File: config.mk
export PLATFORM = sky130hd
export DESIGN_NAME = lcd_spi_regbus
export DESIGN_NICKNAME = d
export VERILOG_FILES = /design/src/rtl/lcd_spi_pkg.sv /design/src/rtl/lcd_spi_halftick.sv /design/src/rtl/lcd_spi_shifter.sv /design/src/rtl/lcd_spi_sequencer.sv /design/src/rtl/lcd_spi_regbus.sv
export SDC_FILE = /design/constraint.sdc
export NUM_CORES = 1
export LEC_CHECK = 0
export ABC_AREA = 1
export BUFFER_PORTS_ARGS = -buffer_cell sky130_fd_sc_hd__buf_2
export CORE_MARGIN = 4
export CORE_UTILIZATION = 49
export CTS_CLUSTER_SIZE = 28
export DETAILED_ROUTE_END_ITERATION = 16
export PLACE_DENSITY = 0.69
export SYNTH_ARGS = -nofsm -noshare
export SYNTH_HDL_FRONTEND = slang
export SYNTH_SLANG_ARGS = --single-unit
File: constraint.sdc
create_clock -name clk -period 4.3 [get_ports clk]
set_clock_uncertainty 0.15 [all_clocks]
set_input_delay 0.86 -clock clk [delete_from_list [all_inputs] [get_ports clk]]
set_output_delay 0.86 -clock clk [all_outputs]
set_load 0.01 [all_outputs]
File: src/rtl/lcd_spi_pkg.sv
package lcd_spi_pkg;

    typedef enum logic [1:0] {
        OP_INDEX  = 2'd0,
        OP_WRITE  = 2'd1,
        OP_READ   = 2'd2,
        OP_STATUS = 2'd3
    } op_e;

    // frame kinds on the wire
    typedef enum logic [1:0] {
        PH_SEL,   // point at a register
        PH_PUT,   // register value out
        PH_GET,   // register value in
        PH_STAT   // status frame, four bytes
    } phase_e;

    typedef enum logic [2:0] {
        ST_IDLE,
        ST_LOAD,
        ST_LEAD,
        ST_SHIFT,
        ST_TAIL,
        ST_GAP,
        ST_FIN
    } state_e;

    typedef struct packed {
        op_e         op;
        logic [7:0]  idx;
        logic [15:0] wdata;
        logic        id;
        logic        inv;
    } req_t;

    localparam logic [4:0] HDR_PREFIX = 5'b01110;

    function automatic logic [7:0] hdr_byte(input logic id, input logic rs, input logic rw);
        return {HDR_PREFIX, id, rs, rw};
    endfunction

    function automatic logic [1:0] last_byte_num(input phase_e ph);
        return (ph == PH_STAT) ? 2'd3 : 2'd2;
    endfunction

    function automatic logic [7:0] frame_byte(
        input phase_e      ph,
        input logic [1:0]  num,
        input logic        id,
        input logic [7:0]  idx,
        input logic [15:0] wdata
    );
        logic [7:0] b;
        b = 8'h00;
        case (ph)
            PH_SEL:  b = (num == 2'd0) ? hdr_byte(id, 1'b0, 1'b0) :
                         (num == 2'd2) ? idx : 8'h00;
            PH_PUT:  b = (num == 2'd0) ? hdr_byte(id, 1'b1, 1'b0) :
                         (num == 2'd1) ? wdata[15:8] : wdata[7:0];
            PH_GET:  b = (num == 2'd0) ? hdr_byte(id, 1'b1, 1'b1) : 8'h00;
            PH_STAT: b = (num == 2'd0) ? hdr_byte(id, 1'b0, 1'b1) : 8'h00;
            default: b = 8'h00;
        endcase
        return b;
    endfunction

endpackage

File: src/rtl/lcd_spi_halftick.sv
module lcd_spi_halftick #(
    parameter int DIV_W = 8
) (
    input  logic             clk,
    input  logic             rst,
    input  logic             en,
    input  logic [DIV_W-1:0] half,
    output logic             tick
);

    logic [DIV_W-1:0] cnt;

    assign tick = en && (cnt == (half - DIV_W'(1)));

    always_ff @(posedge clk) begin
        if (rst || !en) begin
            cnt <= '0;
        end else if (tick) begin
            cnt <= '0;
        end else begin
            cnt <= cnt + DIV_W'(1);
        end
    end

endmodule

File: src/rtl/lcd_spi_shifter.sv
module lcd_spi_shifter (
    input  logic       clk,
    input  logic       rst,
    input  logic       tick,
    input  logic       active,
    input  logic       load,
    input  logic [7:0] load_byte,
    input  logic       miso,
    output logic       sclk,
    output logic       mosi,
    output logic       byte_end,
    output logic [7:0] rx_byte
);

    logic [7:0] tx_q;
    logic [7:0] rx_q;
    logic [2:0] bit_q;

    assign mosi     = tx_q[7];
    assign rx_byte  = rx_q;
    assign byte_end = active && tick && sclk && (bit_q == 3'd7);

    always_ff @(posedge clk) begin
        if (rst) begin
            tx_q  <= '0;
            rx_q  <= '0;
            bit_q <= '0;
            sclk  <= 1'b0;
        end else if (load) begin
            // only ever at a falling edge or with SCLK already low
            tx_q  <= load_byte;
            bit_q <= '0;
            sclk  <= 1'b0;
        end else if (active && tick) begin
            if (!sclk) begin
                sclk <= 1'b1;
                rx_q <= {rx_q[6:0], miso};
            end else begin
                sclk  <= 1'b0;
                tx_q  <= {tx_q[6:0], 1'b0};
                bit_q <= bit_q + 3'd1;
            end
        end
    end

endmodule

File: src/rtl/lcd_spi_sequencer.sv
module lcd_spi_sequencer
    import lcd_spi_pkg::*;
#(
    parameter int DIV_W      = 8,
    parameter int MIN_HALF   = 16,
    parameter int GAP_HALVES = 4
) (
    input  logic             clk,
    input  logic             rst,
    input  logic             req_valid,
    input  logic [1:0]       req_op,
    input  logic [7:0]       req_index,
    input  logic [15:0]      req_wdata,
    input  logic             cfg_dev_id,
    input  logic             cfg_invert,
    input  logic [DIV_W-1:0] cfg_half_div,
    input  logic             tick,
    input  logic             byte_end,
    input  logic [7:0]       rx_byte,
    output logic             clk_en,
    output logic [DIV_W-1:0] half,
    output logic             shift_active,
    output logic             load,
    output logic [7:0]       load_byte,
    output logic             cs_n,
    output logic             busy,
    output logic             done,
    output logic [15:0]      rdata
);

    localparam int GW = $clog2(GAP_HALVES + 1);

    state_e           st;
    req_t             cur;
    phase_e           ph;
    logic [1:0]       bnum;
    logic [GW-1:0]    gcnt;
    logic [15:0]      hold;
    logic [15:0]      rdata_q;
    logic [DIV_W-1:0] half_q;

    logic [1:0] last_num;
    logic       more;
    logic       rx_phase;
    logic       two_phase;
    logic [1:0] sel_num;
    logic [7:0] raw_byte;

    assign last_num  = last_byte_num(ph);
    assign more      = (bnum != last_num);
    assign rx_phase  = (ph == PH_GET) || (ph == PH_STAT);
    assign two_phase = (cur.op == OP_WRITE) || (cur.op == OP_READ);
    assign sel_num   = (st == ST_LOAD) ? 2'd0 : (bnum + 2'd1);
    assign raw_byte  = frame_byte(ph, sel_num, cur.id, cur.idx, cur.wdata);

    assign load         = (st == ST_LOAD) || ((st == ST_SHIFT) && byte_end && more);
    assign load_byte    = cur.inv ? ~raw_byte : raw_byte;
    assign shift_active = (st == ST_SHIFT);
    assign clk_en       = (st inside {ST_LEAD, ST_SHIFT, ST_TAIL, ST_GAP});
    assign cs_n         = !(st inside {ST_LEAD, ST_SHIFT, ST_TAIL});
    assign busy         = (st != ST_IDLE);
    assign done         = (st == ST_FIN);
    assign rdata        = rdata_q;
    assign half         = half_q;

    always_ff @(posedge clk) begin
        if (rst) begin
            st      <= ST_IDLE;
            cur     <= '0;
            ph      <= PH_SEL;
            bnum    <= '0;
            gcnt    <= '0;
            hold    <= '0;
            rdata_q <= '0;
            half_q  <= DIV_W'(MIN_HALF);
        end else begin
            case (st)
                ST_IDLE: begin
                    if (req_valid) begin
                        cur.op    <= op_e'(req_op);
                        cur.idx   <= req_index;
                        cur.wdata <= req_wdata;
                        cur.id    <= cfg_dev_id;
                        cur.inv   <= cfg_invert;
                        half_q    <= (cfg_half_div < DIV_W'(MIN_HALF)) ?
                                     DIV_W'(MIN_HALF) : cfg_half_div;
                        ph        <= (op_e'(req_op) == OP_STATUS) ? PH_STAT : PH_SEL;
                        bnum      <= '0;
                        st        <= ST_LOAD;
                    end
                end
                ST_LOAD: begin
                    bnum <= '0;
                    st   <= ST_LEAD;
                end
                ST_LEAD: begin
                    if (tick) st <= ST_SHIFT;
                end
                ST_SHIFT: begin
                    if (byte_end) begin
                        if (rx_phase && (bnum == last_num - 2'd1)) hold[15:8] <= rx_byte;
                        if (rx_phase && (bnum == last_num))        hold[7:0]  <= rx_byte;
                        if (more) begin
                            bnum <= bnum + 2'd1;
                        end else begin
                            st <= ST_TAIL;
                        end
                    end
                end
                ST_TAIL: begin
                    if (tick) begin
                        gcnt <= '0;
                        st   <= ST_GAP;
                    end
                end
                ST_GAP: begin
                    if (tick) begin
                        if (gcnt == GW'(GAP_HALVES - 1)) begin
                            if ((ph == PH_SEL) && two_phase) begin
                                ph <= (cur.op == OP_WRITE) ? PH_PUT : PH_GET;
                                st <= ST_LOAD;
                            end else begin
                                if (rx_phase) rdata_q <= hold;
                                st <= ST_FIN;
                            end
                        end else begin
                            gcnt <= gcnt + GW'(1);
                        end
                    end
                end
                ST_FIN: begin
                    st <= ST_IDLE;
                end
                default: st <= ST_IDLE;
            endcase
        end
    end

endmodule

File: src/rtl/lcd_spi_regbus.sv
module lcd_spi_regbus #(
    parameter int SYS_CLK_HZ      = 125_000_000,
    parameter int REG_SCLK_MAX_HZ = 4_000_000,
    parameter int DIV_W           = 8,
    parameter int GAP_HALVES      = 4
) (
    input  logic             clk,
    input  logic             rst,
    input  logic             req_valid,
    input  logic [1:0]       req_op,
    input  logic [7:0]       req_index,
    input  logic [15:0]      req_wdata,
    input  logic             cfg_dev_id,
    input  logic             cfg_invert,
    input  logic [DIV_W-1:0] cfg_half_div,
    output logic             busy,
    output logic             done,
    output logic [15:0]      rdata,
    output logic             spi_sclk,
    output logic             spi_mosi,
    output logic             spi_cs_n,
    input  logic             spi_miso
);

    localparam int MIN_HALF = (SYS_CLK_HZ + 2 * REG_SCLK_MAX_HZ - 1) / (2 * REG_SCLK_MAX_HZ);

    logic             tick;
    logic             clk_en;
    logic [DIV_W-1:0] half;
    logic             shift_active;
    logic             load;
    logic [7:0]       load_byte;
    logic             byte_end;
    logic [7:0]       rx_byte;

    lcd_spi_halftick #(.DIV_W(DIV_W)) u_halftick (
        .clk  (clk),
        .rst  (rst),
        .en   (clk_en),
        .half (half),
        .tick (tick)
    );

    lcd_spi_shifter u_shifter (
        .clk       (clk),
        .rst       (rst),
        .tick      (tick),
        .active    (shift_active),
        .load      (load),
        .load_byte (load_byte),
        .miso      (spi_miso),
        .sclk      (spi_sclk),
        .mosi      (spi_mosi),
        .byte_end  (byte_end),
        .rx_byte   (rx_byte)
    );

    lcd_spi_sequencer #(
        .DIV_W      (DIV_W),
        .MIN_HALF   (MIN_HALF),
        .GAP_HALVES (GAP_HALVES)
    ) u_sequencer (
        .clk          (clk),
        .rst          (rst),
        .req_valid    (req_valid),
        .req_op       (req_op),
        .req_index    (req_index),
        .req_wdata    (req_wdata),
        .cfg_dev_id   (cfg_dev_id),
        .cfg_invert   (cfg_invert),
        .cfg_half_div (cfg_half_div),
        .tick         (tick),
        .byte_end     (byte_end),
        .rx_byte      (rx_byte),
        .clk_en       (clk_en),
        .half         (half),
        .shift_active (shift_active),
        .load         (load),
        .load_byte    (load_byte),
        .cs_n         (spi_cs_n),
        .busy         (busy),
        .done         (done),
        .rdata        (rdata)
    );

endmodule

==> results.md, run 1 <==
* Status: finished clean
* Largest net degree at the start of global routing at 67
* DRC viols at 0
* Crit. End Element: flop
* Unique cell type count in the Yosys netlist at 44
* Routing usage on met2 at 32.28%
* Endpoints failing setup at 0
* Power Density at 520.3 nW/um^2
* Global placer's final weighted congestion at 0.8703
* CP max stage delay at 470 ps
* First-pass GRT wire length at 18,750 um
* Post-synthesis cell count at 682
* Starting Density at 51.07%
* Buffering stage count on the worst path with inverters included at 3
* Worst setup margin at 1286 ps
* Layout cell share with drive strength beyond 1 at 15.74%
* DRT Pass-1 Iters at 5
* H-tree levels at 3
* Register area share after synthesis at 41.74%
* Peak supply drop at 264.6 uV
* Die area at 12,070 sq um
* Worst-Skew Late Latency at 370 ps
* Hold Path Class: reg2reg
* Hold slack at 307.1 ps
* GR Util All Layers at 19.47%
* Max FO, Critical Path at 32
* Cell Area, Synth at 5084 sq um
* Crit path cell chain: inv_1 -> ha_1 -> inv_1 -> a21oi_1 -> nand3_1 -> nor2_2 -> nand2_1 -> nor2_2 -> nand2_1 -> inv_2 -> nand3_2 -> nor2_1 -> a211oi_1
* Post-layout minimum cycle time at 3014 ps
* Initial antenna violation count at 0
* # diodes at 0
* Grt total ovfl at 0
* I/O pin total at 61
* Clock Tree Buf Depth at 2
* Vias per cell at 5.172
* # Post-CTS Setup Buffers at 0
* Clock root buffer: clkbuf_8
* Filler Cell Count at 954
* Max Cap Viol at 0
* Hold_buf cts at 0
* Antenna Nets Post-Route at 0
* Worst Tran Pin Value at 722.7 ps
* Routed WL at 11,210 um
* RSZ-0062 raised after global routing: no
* CTS resizes at 0
* Prevailing post-synth register cell: dfxtp_1
* Post-synth top area cell: dfxtp_1
* Startpoint Class: flop
* Final Max Slew Viols at 0
* Clk pin slew, worst setup/hold paths at 100 ps
* Top cell type's share of synthesized area at 41.74%
* Busiest grt layer: met2
* Core area at 9955 sq um
* Tcrit/Tclk final at 70.09%
* Synth async-reset ratio at 0%
* Leakage at 2.385 nW
* Number of global-route vias before repair at 4,192
* Most numerous cell in the Yosys netlist: nand2_1
* M3 GR Usage at 3.817%
* CP delay by family, top: simple AND/OR/NAND/NOR gates
* Initial DRC count at 270
* Final Hold Viols at 0
* Syn nets at 732
* Layout area overhead at 11.76%
* Finished Layout Cells at 870
* Synth area leaders: dfxtp_1 (42%), nand2_1 (9.3%), a21oi_1 (7.1%)
* Tot Pwr at 2.956 mW
* Post-DP HPWL at 8064 um
* Final setup TNS at 0 ps
* WL/cell at 12.88 um
* GR Layer Usage met1 at 25.37%
* Die width at 109.9 um
* Post-synth EDFFs at 0
* Critical Path RT at 4380 ps
* Worst Path Arrival at 3090 ps
* CTS tree: built
* Top cells by count, synth: nand2_1 (126), dfxtp_1 (106), inv_1 (76), a21oi_1 (72), nor2_1 (63)
* Die height at 109.9 um
* DR vias at 4,500
* Rel. slew slack at 51.82%
* Final nets at 782
* Core Rows at 36
* Num CTS Buffers at 9
* Synth Area per Inst at 7.454 sq um
* WS Path Type: reg2reg
* PortBufs at 60
* Num Clock Sinks at 106
* CP max stage cell: nand3_2
* Pre-CTS setup slack at 1308 ps
* Fmax at 331.8 MHz
* Synthesized flop and latch total at 106
* Ys Warns at 0
* Placed Instances at 854
layout by cell type (no fill, tap or decap), types with 3 or more instances in the layout:
cell and instances:
buf_2 60, inv_1 76, a21oi_2 3, a21oi_1 72, nand4_1 10, buf_4 4, nand2_2 3, o21ai_0 50
nand2_1 126, nor2_1 63, nand3_2 4, nor3_1 4, dfxtp_1 106, nor2_2 4, a211oi_1 28, nor3_4 3
xor2_1 14, a31oi_1 3, inv_2 6, nor2_4 3, nand3_1 42, clkbuf_8 9, xnor2_1 4, ha_1 10
report_power, final:
| part | total [mW] | switching (mW) | leakage [nW] | internal, mW |
|---|---|---|---|---|
| clock network | 0.693 | 0.357 | 0.113 | 0.337 |
| registers | 1.23 | 0.107 | 0.863 | 1.12 |
| logic | 1.04 | 0.675 | 1.41 | 0.362 |
registers in the layout, summed over array words and instances, names as in the netlist:
name	count
u_shifter.tx_q	8
u_halftick.cnt	8
u_shifter.rx_byte	8
u_sequencer.cur	28
u_sequencer.ph	2
u_sequencer.bnum	2
u_sequencer.st	3
u_sequencer.half	8
u_sequencer.hold	16
u_shifter.bit_q	3
u_sequencer.gcnt	3
u_sequencer.rdata	16
u_shifter.sclk	1
routing by layer:
layer	share of wire [%]	wire [um]
met1	47	5233
met2	47	5293
met3	4.6	521
met4	1.4	157
met5	0	0
cell families after synthesis:
logic type | count (synthesis) | synth area share [%]
DFF | 106 | 41.74
buffers and inverters | 110 | 8.910
and+or+nand+nor | 274 | 25.42
AOI/OAI and AO/OA | 164 | 18.36
xor gates and xnor gates | 18 | 3.101
adders and majority gates | 10 | 2.461
area by class of cell:
type                       count  area, sq um  area share, %
timing repair buffer          64        330.3          5.814
clock inverter                 6        97.59          1.718
multi-input combinational    466         2514          44.24
inverter                      85        324.1          5.704
clock buffer                  10        127.6          2.246
tap                          133        166.4          2.929
sequential                   106         2122          37.35
metrics by stage:
step,instance area [sq um],utilization [%]
after floorplan,5084,-
after global placement,5456,54.81
after detailed placement,5456,54.81
after CTS,5682,57.08
after global routing,5682,57.08
final,5682,57.08
tightest hold or removal path, delay by kind of cell (launching register included):
| kind | cells | cell delay (ps) |
|---|---|---|
| buf+inv | 1 | 50 |
| compound gates | 1 | 50 |
| flops | 1 | 320 |
final timing paths:
path	start	to	slack, ps	depth (start not counted)
worst max-delay path	u_sequencer.st[1]	u_sequencer.rdata[15]	1290	13
worst min-delay path	u_sequencer.cur[9]	u_sequencer.cur[9]	310	2
worst max register to register	u_sequencer.st[1]	u_sequencer.rdata[15]	1290	13
worst min register to register	u_sequencer.cur[9]	u_sequencer.cur[9]	310	2
Note: power is estimated with default switching activity, not from simulation.
==> inputs of run 2 (changes only) <==
--- a/config.mk
+++ b/config.mk
@@ -5,13 +5,13 @@
 export SDC_FILE = /design/constraint.sdc
 export NUM_CORES = 1
 export LEC_CHECK = 0
-export ABC_AREA = 1
+export ABC_AREA = 0
 export BUFFER_PORTS_ARGS = -buffer_cell sky130_fd_sc_hd__buf_2
 export CORE_MARGIN = 4
 export CORE_UTILIZATION = 49
 export CTS_CLUSTER_SIZE = 28
 export DETAILED_ROUTE_END_ITERATION = 16
-export PLACE_DENSITY = 0.69
+export PLACE_DENSITY = 0.72
 export SYNTH_ARGS = -nofsm -noshare
 export SYNTH_HDL_FRONTEND = slang
 export SYNTH_SLANG_ARGS = --single-unit
==> constraint.sdc (replaced) <==
create_clock -name clk -period 2.47 [get_ports clk]
set_clock_uncertainty 0.15 [all_clocks]
set_input_delay 0.494 -clock clk [delete_from_list [all_inputs] [get_ports clk]]
set_output_delay 0.494 -clock clk [all_outputs]
set_load 0.01 [all_outputs]
==> run 2 against run 1 <==
The run now ends with negative setup slack left. Synthesized area shrank 1.6%. Die area shrank 1.5%. Setup slack lost 1300 ps. First-iteration DRC count shrank 12%. Maximum frequency grew 21%. Critical path depth shrank 4. Worst hold slack lost 110 ps.
==> results.md, run 2 <==
* Filler Cell Count at 860
* Worst-Skew Late Latency at 370 ps
* Worst Tran Pin Value at 630.8 ps
* Syn nets at 637
* Placed Instances at 780
* Worst reg2reg path endpoint: u_shifter.tx_q[1]
* Synth Area per Inst at 8.524 sq um
* WS Path Type: reg2reg
* Post-synth top area cell: dfxtp_1
* Critical Path RT at 2610 ps
* Fmax at 400.2 MHz
* First-pass GRT wire length at 18,950 um
* Top cell type's share of synthesized area at 42.41%
* Global placer's final weighted congestion at 0.8848
* Layout area overhead at 19.73%
* Area after DPL at 5714 sq um
* Startpoint Class: flop
* Utilization after layout at 60.73%
* Final Max Slew Viols at 0
* Hold Path End: u_sequencer.cur[22]
* DRC viols at 0
* Tot Pwr at 4.567 mW
* Post-synth EDFFs at 0
* Post-synthesis cell count at 587
* Largest net degree at the start of global routing at 67
* Core area at 9864 sq um
* Seq. cell area at 2130 sq um
* Die width at 109.1 um
* RSZ-0062 raised after global routing: yes
* Largest register FFs at 28
* Final nets at 709
* Top cells by count, synth: dfxtp_1 (106), nand2_1 (91), nor2_1 (70), a21oi_1 (58), mux2i_1 (57)
* Worst reg2reg path depth at 9
* Hold_buf cts at 0
* # diodes at 0
* Prevailing post-synth register cell: dfxtp_1
* WHS Path Cells at 3
* Crit. End Element: flop
* Number of global-route vias before repair at 4,052
* GR Util All Layers at 19.80%
* Starting Density at 50.72%
* Clock Tree Buf Depth at 2
* Crit Reg-Reg Startpoint: u_sequencer.half[1]
* H-tree levels at 3
* Vias per cell at 5.272
* Max FO, Critical Path at 6
* Cell Area, Synth at 5004 sq um
* Multi-input gate area at 2745 sq um
* Worst Setup SP: u_sequencer.half[1]
* Hold slack at 197.9 ps
* Endpoints failing setup at 4
* Unique cell type count in the Yosys netlist at 50
* Synth area leaders: dfxtp_1 (42%), mux2i_1 (11%), nand2_1 (6.8%)
* Register area share after synthesis at 42.41%
* Routed WL at 10,990 um
* Reg with most FFs: u_sequencer.cur
* Post-layout minimum cycle time at 2499 ps
* Peak supply drop at 391.5 uV
* Die area at 11,890 sq um
* Register-to-register setup slack at -30 ps
* DRT Pass-1 Iters at 4
* Worst Path Arrival at 2640 ps
* Most frequent cells in the layout: dfxtp_1 (102), nand2_1 (90), nor2_1 (70)
* WL/cell at 13.79 um
* Final setup TNS at -61.63 ps
* Initial antenna violation count at 0
* Worst setup margin at -28.89 ps
* Max Cap Viol at 0
* Layout cell share with drive strength beyond 1 at 20.63%
* Finished Layout Cells at 797
* I/O pin total at 61
* Clock root buffer: clkbuf_8
* DR vias at 4,202
* Final Hold Viols at 0
* Most numerous cell in the Yosys netlist: dfxtp_1
* Rel. slew slack at 57.62%
* Failing checks: negative setup slack
* Clk pin slew, worst setup/hold paths at 110 ps
* Worst hold start: req_index[4]
* Synthesized flop and latch total at 106
* Fin area at 5991 sq um
* Power Density at 762.3 nW/um^2
* Num Clock Sinks at 106
* Num CTS Buffers at 9
* Synth async-reset ratio at 0%
* CTS tree: built
* Grt total ovfl at 0
* Ys Warns at 0
* PortBufs at 60
* Leakage at 2.516 nW
* Post-DP HPWL at 7913 um
* Die height at 109.1 um
* Antenna Nets Post-Route at 0
* Core Rows at 36
* Tcrit/Tclk final at 101.2%
* Status: complete, but fails checks
* Hold Path Class: in2reg
* Pre-CTS setup slack at -76.64 ps
* Initial DRC count at 237
* Most common cell after layout, fill and taps aside: dfxtp_1
* # Post-CTS Setup Buffers at 0
==> run 2: cell types whose count changed in the layout (fill, tap and decap cells not counted), sizes merged, moves of 6 or more <==
cell	delta
nand4	-7
buf	+32
inv	-69
nand2	-40
mux2i	+57
nor2b	+6
a211oi	-16
xnor2	+11
a21oi	-17
nand3	-36
o21ai	-38
nor3b	+6
==> run 2: critical path: stages, from the launching register on <==
cell and delay [ps]:
dfxtp_2 370, inv_2 50, ha_4 170, xnor3_1 270
nand4_1 120, nor3_2 170, nand2_2 120, or4b_4 640
mux2i_1 150, a211oi_1 210
==> run 2: report_power, final <==
part / internal, mW / switching [mW]
Sequential: 1.88 / 0.147
Clock: 0.601 / 0.635
Combinational: 0.580 / 0.726
==> run 2: kinds of logic (layout without fill, tap and decap cells) <==
logic type      count (synthesis)  count (layout)  synth area share, %
mux                            57              57                11.40
xor+xnor                       25              25                4.651
flops                         106             106                42.41
compound gates                112             112                13.55
buf+inv                        48             124                3.951
fa+ha+maj                      10              10                2.501
simple gates                  229             230                21.53
==> run 2: what timing repair did <==
action | in CTS | in global routing
setup endpoints to repair | 16 | 35
pin swaps | 2 | 5
gates cloned | 1 | 0
gates resized for setup | 6 | 5
endpoints found under the hold margin | 0 | 0
==> run 2: routing by layer <==
| metal | wire length, um | vias up | part of all wire, % | global-route usage, % |
|---|---|---|---|---|
| li1 | - | 2176 | - | - |
| met3 | 493 | 10 | 4.5 | 2.901 |
| met5 | 0 | - | 0 | 0 |
| met4 | 161 | 0 | 1.5 | 6.853 |
| met1 | 5035 | 1935 | 46 | 26.68 |
| met2 | 5301 | 81 | 48 | 32.37 |
==> run 2: worst max path at each step <==
stage / endpoint / cells after the start
2_1_floorplan: u_shifter.tx_q[1] / 12
3_5_place_dp: u_shifter.tx_q[4] / 9
3_3_place_gp: u_shifter.tx_q[7] / 9
6_report: u_shifter.tx_q[1] / 9
5_1_grt: u_shifter.tx_q[1] / 9
4_1_cts: u_shifter.tx_q[4] / 9
==> run 2: layout make-up <==
type / count / share of cell area (%)
Clock buffer: 9 / 2.068
Clock inverter: 7 / 1.942
Inverter: 12 / 0.7937
Multi-Input combinational cell: 434 / 45.82
Sequential cell: 106 / 35.55
Tap cell: 133 / 2.778
Timing Repair Buffer: 96 / 11.05
